`src/rtl/gpio_pair_pkg.sv`:
```
package gpio_pair_pkg;
   // word indices whose behaviour is fixed by the attached devices
   localparam int unsigned IX_A_OUT = 'h00;
   localparam int unsigned IX_A_IN  = 'h01;
   localparam int unsigned IX_A_EN  = 'h02;
   localparam int unsigned IX_D_OUT = 'h10;
   localparam int unsigned IX_D_IN  = 'h11;
   localparam int unsigned IX_D_EN  = 'h12;

   // bit positions decoded by neighbours
   localparam int unsigned B_RDY = 7;
   localparam int unsigned B_ALE = 6;
   localparam int unsigned B_CLE = 5;
   localparam int unsigned B_CE  = 4;
   localparam int unsigned B_SCK = 1;
   localparam int unsigned B_SDA = 4;
   localparam int unsigned B_SSO = 4;

   function automatic bit is_view_index(int unsigned k);
      return (k == IX_A_IN) || (k == IX_D_IN);
   endfunction
endpackage

```
`src/rtl/gpio_word_store.sv`:
```
module gpio_word_store import gpio_pair_pkg::*; #(
   parameter int unsigned DATA_W = 32,
   parameter int unsigned WORDS  = 23,
   parameter int unsigned IDX_W  = 6
) (
   input  logic                           clk,
   input  logic                           rst_n,
   input  logic                           wr_en,
   input  logic [IDX_W-1:0]               wr_idx,
   input  logic [DATA_W-1:0]              wr_data,
   output logic [WORDS-1:0][DATA_W-1:0]   words
);
   for (genvar g = 0; g < WORDS; g++) begin : g_word
      if (is_view_index(g)) begin : g_view
         // input views hold no state of their own
         assign words[g] = '0;
      end else begin : g_reg
         logic [DATA_W-1:0] q;
         always_ff @(posedge clk or negedge rst_n) begin
            if (!rst_n)
               q <= '0;
            else if (wr_en && (wr_idx == IDX_W'(g)))
               q <= wr_data;
         end
         assign words[g] = q;
      end
   end
endmodule

```
`src/rtl/gpio_read_path.sv`:
```
module gpio_read_path import gpio_pair_pkg::*; #(
   parameter int unsigned DATA_W     = 32,
   parameter int unsigned WORDS      = 23,
   parameter int unsigned IDX_W      = 6,
   parameter bit          RDATA_GATE = 1'b1
) (
   input  logic [WORDS-1:0][DATA_W-1:0] words,
   input  logic                         rd_en,
   input  logic [IDX_W-1:0]             rd_idx,
   input  logic                         flash_ready,
   input  logic                         sensor_so,
   output logic [DATA_W-1:0]            rdata
);
   logic [DATA_W-1:0] sel;

   always_comb begin
      sel = '0;
      for (int k = 0; k < WORDS; k++) begin
         if (rd_idx == IDX_W'(k)) sel = words[k];
      end
      if (rd_idx == IDX_W'(IX_A_IN)) begin
         sel = words[IX_A_OUT] & words[IX_A_EN];
         sel[B_RDY] = sel[B_RDY] | flash_ready;
      end
      if (rd_idx == IDX_W'(IX_D_IN)) begin
         sel = words[IX_D_OUT] & words[IX_D_EN];
         sel[B_SSO] = sel[B_SSO] | sensor_so;
      end
   end

   if (RDATA_GATE) begin : g_gated
      assign rdata = rd_en ? sel : '0;
   end else begin : g_open
      logic unused_rd;
      assign unused_rd = rd_en;
      assign rdata = sel;
   end
endmodule

```
`src/rtl/gpio_toggle_detect.sv`:
```
module gpio_toggle_detect (
   input  logic clk,
   input  logic rst_n,
   input  logic hit,
   input  logic new_lvl,
   input  logic cur_lvl,
   output logic pulse
);
   always_ff @(posedge clk or negedge rst_n) begin
      if (!rst_n) pulse <= 1'b0;
      else        pulse <= hit && (new_lvl != cur_lvl);
   end
endmodule

```
`src/rtl/gpio_pair_ctrl.sv`:
```
module gpio_pair_ctrl import gpio_pair_pkg::*; #(
   parameter int unsigned DATA_W     = 32,
   parameter int unsigned ADDR_W     = 8,
   parameter int unsigned WORDS      = 23,
   parameter bit          RDATA_GATE = 1'b1
) (
   input  logic              clk,
   input  logic              rst_n,
   input  logic              bus_wr,
   input  logic              bus_rd,
   input  logic [ADDR_W-1:0] bus_addr,
   input  logic [DATA_W-1:0] bus_wdata,
   output logic [DATA_W-1:0] bus_rdata,
   input  logic              flash_ready_i,
   input  logic              sensor_so_i,
   output logic              flash_ale_o,
   output logic              flash_cle_o,
   output logic              flash_ce_o,
   output logic              sensor_clk_o,
   output logic              sensor_si_o,
   output logic              sensor_edge_o
);
   localparam int unsigned IDX_W = ADDR_W - 2;

   if (DATA_W < 8) begin : g_bad_width
      $error("DATA_W must cover bit 7");
   end
   if (WORDS <= IX_D_EN) begin : g_bad_words
      $error("WORDS must include index 0x12");
   end
   if ((4 * WORDS) > (2 ** ADDR_W)) begin : g_bad_addr
      $error("ADDR_W too narrow for WORDS");
   end

   logic [IDX_W-1:0]             idx;
   logic                         in_win;
   logic [WORDS-1:0][DATA_W-1:0] words;
   logic [DATA_W-1:0]            rd_val;
   logic [1:0]                   unused_lsb;

   assign idx        = bus_addr[ADDR_W-1:2];
   assign unused_lsb = bus_addr[1:0];
   assign in_win     = int'(idx) < WORDS;

   gpio_word_store #(.DATA_W(DATA_W), .WORDS(WORDS), .IDX_W(IDX_W)) u_store (
      .clk     (clk),
      .rst_n   (rst_n),
      .wr_en   (bus_wr && in_win),
      .wr_idx  (idx),
      .wr_data (bus_wdata),
      .words   (words)
   );

   gpio_read_path #(.DATA_W(DATA_W), .WORDS(WORDS), .IDX_W(IDX_W),
                    .RDATA_GATE(RDATA_GATE)) u_read (
      .words       (words),
      .rd_en       (bus_rd),
      .rd_idx      (idx),
      .flash_ready (flash_ready_i),
      .sensor_so   (sensor_so_i),
      .rdata       (rd_val)
   );
   assign bus_rdata = in_win ? rd_val : '0;

   gpio_toggle_detect u_tog (
      .clk     (clk),
      .rst_n   (rst_n),
      .hit     (bus_wr && (idx == IDX_W'(IX_D_OUT))),
      .new_lvl (bus_wdata[B_SCK]),
      .cur_lvl (words[IX_D_OUT][B_SCK]),
      .pulse   (sensor_edge_o)
   );

   assign flash_ale_o  = words[IX_A_OUT][B_ALE];
   assign flash_cle_o  = words[IX_A_OUT][B_CLE];
   assign flash_ce_o   = words[IX_A_OUT][B_CE];
   assign sensor_clk_o = words[IX_D_OUT][B_SCK];
   assign sensor_si_o  = words[IX_D_OUT][B_SDA];
endmodule

```
`config.mk`:
```
export PLATFORM = sky130hd
export DESIGN_NAME = gpio_pair_ctrl
export DESIGN_NICKNAME = d
export VERILOG_FILES = /design/src/rtl/gpio_pair_pkg.sv /design/src/rtl/gpio_word_store.sv /design/src/rtl/gpio_read_path.sv /design/src/rtl/gpio_toggle_detect.sv /design/src/rtl/gpio_pair_ctrl.sv
export SDC_FILE = /design/constraint.sdc
export NUM_CORES = 1
export LEC_CHECK = 0
export BUFFER_PORTS_ARGS = -buffer_cell sky130_fd_sc_hd__buf_2
export CAP_MARGIN = 10
export CORE_MARGIN = 2
export CORE_UTILIZATION = 60
export CTS_BUF_LIST = sky130_fd_sc_hd__clkbuf_4 sky130_fd_sc_hd__clkbuf_8
export DETAILED_ROUTE_END_ITERATION = 7
export HOLD_SLACK_MARGIN = 0.08
export PLACE_DENSITY = 0.77
export SLEW_MARGIN = 0
export SYNTH_ARGS = -nofsm -noshare
export SYNTH_HDL_FRONTEND = slang
export SYNTH_SLANG_ARGS = --single-unit
```
`constraint.sdc`:
```
create_clock -name clk -period 4.47 [get_ports clk]
set_clock_uncertainty 0.2 [all_clocks]
set_input_delay 0.447 -clock clk [delete_from_list [all_inputs] [get_ports clk]]
set_output_delay 0.447 -clock clk [all_outputs]
set_load 0.05 [all_outputs]
```
==> impl_metrics.py <==
metrics = {
    "finish": {
        "drive_gt1_share_pct": 34.8,
        "final_common_cell": "dfrtp_1",
        "final_cell_mix": "673 x dfrtp_1, 504 x mux2_2, 176 x mux2_1",
        "multi_input_area_um2": 14100,
        "area_growth_syn_to_layout_pct": 14.8,
        "utilization_pct": 69.7,
        "design_area_um2": 36700,
        "fillers": 3548,
        "final_nets": 2846,
        "regArea_um2": 16800,
    },
    "yosys": {
        "syn_inst": 2667,
        "synthArstFlopShare_pct": 100,
        "ys_ff_latch": 673,
        "synth.avg_cell_area_um2": 12.0,
        "syn_nets": 2713,
        "ys.flop_type": "dfrtp_1",
        "synthDistinctLibCells": 76,
        "ys_seq_area_share_pct": 52.7,
        "yosys_warnings": 0,
        "synth-edff-count": 0,
        "synth_area_um2": 32000,
    },
    "power_and_ir_drop": {
        "power_density_nw_per_um2": 377,
        "ir_drop_mv": 0.236,
        "leakage_nw": 18.1,
    },
    "clocking": {
        "insertion_delay_ps": 750,
        "cts_tree": "done",
        "cts-htree-levels": 3,
        "path_clk_slew_ps": 60,
        "cts.sinks": 673,
        "cts_inserted_buffers": 109,
        "cts_setup_buffers": 0,
        "clock_path_buffers": 3,
        "ctsResizeCount": 0,
        "root_buffer": "clkbuf_8",
    },
    "timing": {
        "clock.fmax_mhz": 223,
        "fin_tns_setup_ps": -12.7,
        "slew_headroom_pct": 24.8,
        "worst_slew_pin_slew_ps": 1100,
        "min_period_over_period_pct": 100,
        "rsz0062_at_grt": "no",
        "period_minus_slack_ps": 4480,
        "finalHoldViolations": 0,
        "finalWorstSetupSlack_ps": -12.7,
        "slew_viol_final": 0,
        "setup_viol": 1,
    },
    "die": {
        "fp.coreArea_um2": 52700,
        "pin_count": 84,
        "die_w_um": 235,
        "die_y_um": 235,
        "fp-row-count": 84,
        "die-area_um2": 55200,
        "initial_utilization_pct": 60.7,
    },
    "detailed_routing": {
        "ant_nets": 0,
        "drc_errors": 0,
        "viasPerCell": 7.13,
        "first_iter_violations": 3559,
        "num_vias": 25500,
        "wire_per_inst_um": 31.2,
        "routed_wl_um": 112000,
        "drt_pass1_iterations": 8,
    },
    "critical_path": {
        "cp_max_fo": 13,
        "crit_top_cell": "buf_4",
        "crit-reg2reg-launch": "u_store.g_word[16].g_reg.q[1]$_DFFE_PN0P_",
        "slowest_stage": "a2111oi_0",
        "timing.rr.end": "u_tog.pulse$_DFF_PN0_",
        "slowest_delay_ps": 940,
        "crit_chain": "buf_2 > buf_4 > or4b_1 > buf_4 > nor2_2 > buf_4 > nand2_1 > nand4_1 > a2111oi_0 > buf_4 > nor3_1 > o31a_1 > buf_2",
        "startpoint": "bus_addr[6]",
        "crit_family": "buffers and inverters",
        "required_ps": 3820,
        "path_buf_inv": 6,
        "setup.worst_path.class": "primary input to primary output",
        "cp.arrival_ps": 3840,
        "r2r_slack_ps": 2770,
        "r2r_cells": 3,
        "cp_num_cells": 13,
        "cp-start-kind": "primary input",
        "crit_path_end_kind": "primary output",
    },
    "global_routing": {
        "grt_overflow": 0,
        "first_global_vias": 25900,
        "grt_max_degree": 113,
        "grt_first_pass_wirelength_um": 166000,
        "grt_antenna_before_repair": 4,
        "grt_use_total_pct": 40.2,
    },
    "hold_path": {
        "hp-class": "primary input to register",
        "min_path_cells": 2,
        "worstHoldEndpoint": "u_store.g_word[4].g_reg.q[26]$_DFFE_PN0P_",
        "worstHoldStart": "bus_wdata[26]",
    },
    "place": {
        "portBuffers": 81,
        "placed_area_um2": 33900,
        "hpwl_um": 69500,
        "gp_congestion": 0.948,
    },
    "status": {
        "status": "complete, but fails checks",
        "violations": "negative setup slack",
    },
    "run": {
        "maxCapViolations": 0,
    },
}
==> report_power, final <==
group	switching, W	internal, W
logic	0.000718	0.000496
registers	0.000245	0.00650
clock network	0.00253	0.00336
==> per-layer routing <==
layer | up-vias | track usage [%] | wire [um]
met5 | - | 0.779 | 150
met3 | 567 | 12.6 | 15200
met2 | 2060 | 58.3 | 47800
met1 | 12800 | 52.3 | 40100
li1 | 10100 | - | -
met4 | 8 | 26.5 | 8340
==> sequential cells by signal, indices dropped and copies added, names as in the netlist <==
name / cells
u_store.g_word.g_reg.q: 672
u_tog.pulse: 1
==> synth_stat cells (6+ instances only) <==
| master | number | area, um2 |
|---|---|---|
| a2111oi_0 | 9 | 78.8 |
| a211oi_1 | 23 | 173 |
| a21oi_1 | 159 | 796 |
| a221o_1 | 6 | 60.1 |
| a221oi_1 | 17 | 149 |
| a222oi_1 | 10 | 100 |
| a22oi_1 | 46 | 345 |
| a311oi_1 | 8 | 70.1 |
| a31oi_1 | 25 | 156 |
| a32oi_1 | 11 | 96.3 |
| and3_1 | 10 | 62.6 |
| buf_2 | 128 | 641 |
| clkbuf_1 | 116 | 435 |
| dfrtp_1 | 673 | 16800 |
| mux2_1 | 176 | 1980 |
| mux2_2 | 504 | 5680 |
| mux2i_1 | 57 | 571 |
| mux4_2 | 6 | 135 |
| nand2_1 | 154 | 578 |
| nand3_1 | 24 | 120 |
| nor2_1 | 135 | 507 |
| nor2b_1 | 11 | 68.8 |
| nor3_1 | 15 | 75.1 |
| o211ai_1 | 12 | 90.1 |
| o21a_1 | 6 | 45.0 |
| o21ai_0 | 144 | 721 |
| o21ai_1 | 11 | 55.1 |
| o221ai_1 | 21 | 184 |
| o22ai_1 | 40 | 250 |
==> per-stage QoR <==
stage / power, W / std cells / hold slack [ps] / setup slack (ps)
after floorplan: 0.00746 / 2667 / -48.6 / 462
after global placement: 0.00791 / 3344 / 267 / 103
after detailed placement: 0.00799 / 3344 / 273 / 75.9
after CTS: 0.0138 / 3576 / 80.1 / 55.7
after global routing: 0.0142 / 3577 / 123 / 3.91
final: 0.0138 / 3578 / 127 / -12.7
==> kinds of logic (layout without fill, tap and decap cells) <==
kind of cell | after synthesis | in the layout | synth area share, %
XOR/XNOR | 1 | 1 | 0.0274
multiplexers | 743 | 743 | 26.2
flip-flops | 673 | 673 | 52.7
buffers and inverters | 257 | 478 | 3.58
AND/OR/NAND/NOR | 396 | 396 | 5.61
AO/OA/AOI/OAI | 597 | 597 | 12.0
other | 0 | 2 | 0
==> worst max-delay path by stage <==
stage                          to  slack, ps
finish              bus_rdata[21]        -10
floorplan            bus_rdata[6]        460
detailed placement  bus_rdata[21]         80
CTS                 bus_rdata[21]         60
global route        bus_rdata[21]          4
global placement    bus_rdata[21]        100
==> area by class of cell <==
cell class                 count  share of cell area, %
multi-input combinational   1737                   38.5
sequential                   673                   45.9
clock inverter                13                  0.348
antenna                        2                 0.0136
tap                          688                   2.35
timing repair buffer         275                   6.53
clock buffer                 186                   6.33
inverter                       4                 0.0409
==> repair_timing <==
| item | 4_1_cts | 5_1_grt |
|---|---|---|
| endpoints found under the setup margin | 0 | 0 |
| hold buffers | 33 | 0 |
| hold endpoints to repair | 575 | 0 |
No activity file was read; power rests on OpenSTA's default activity.
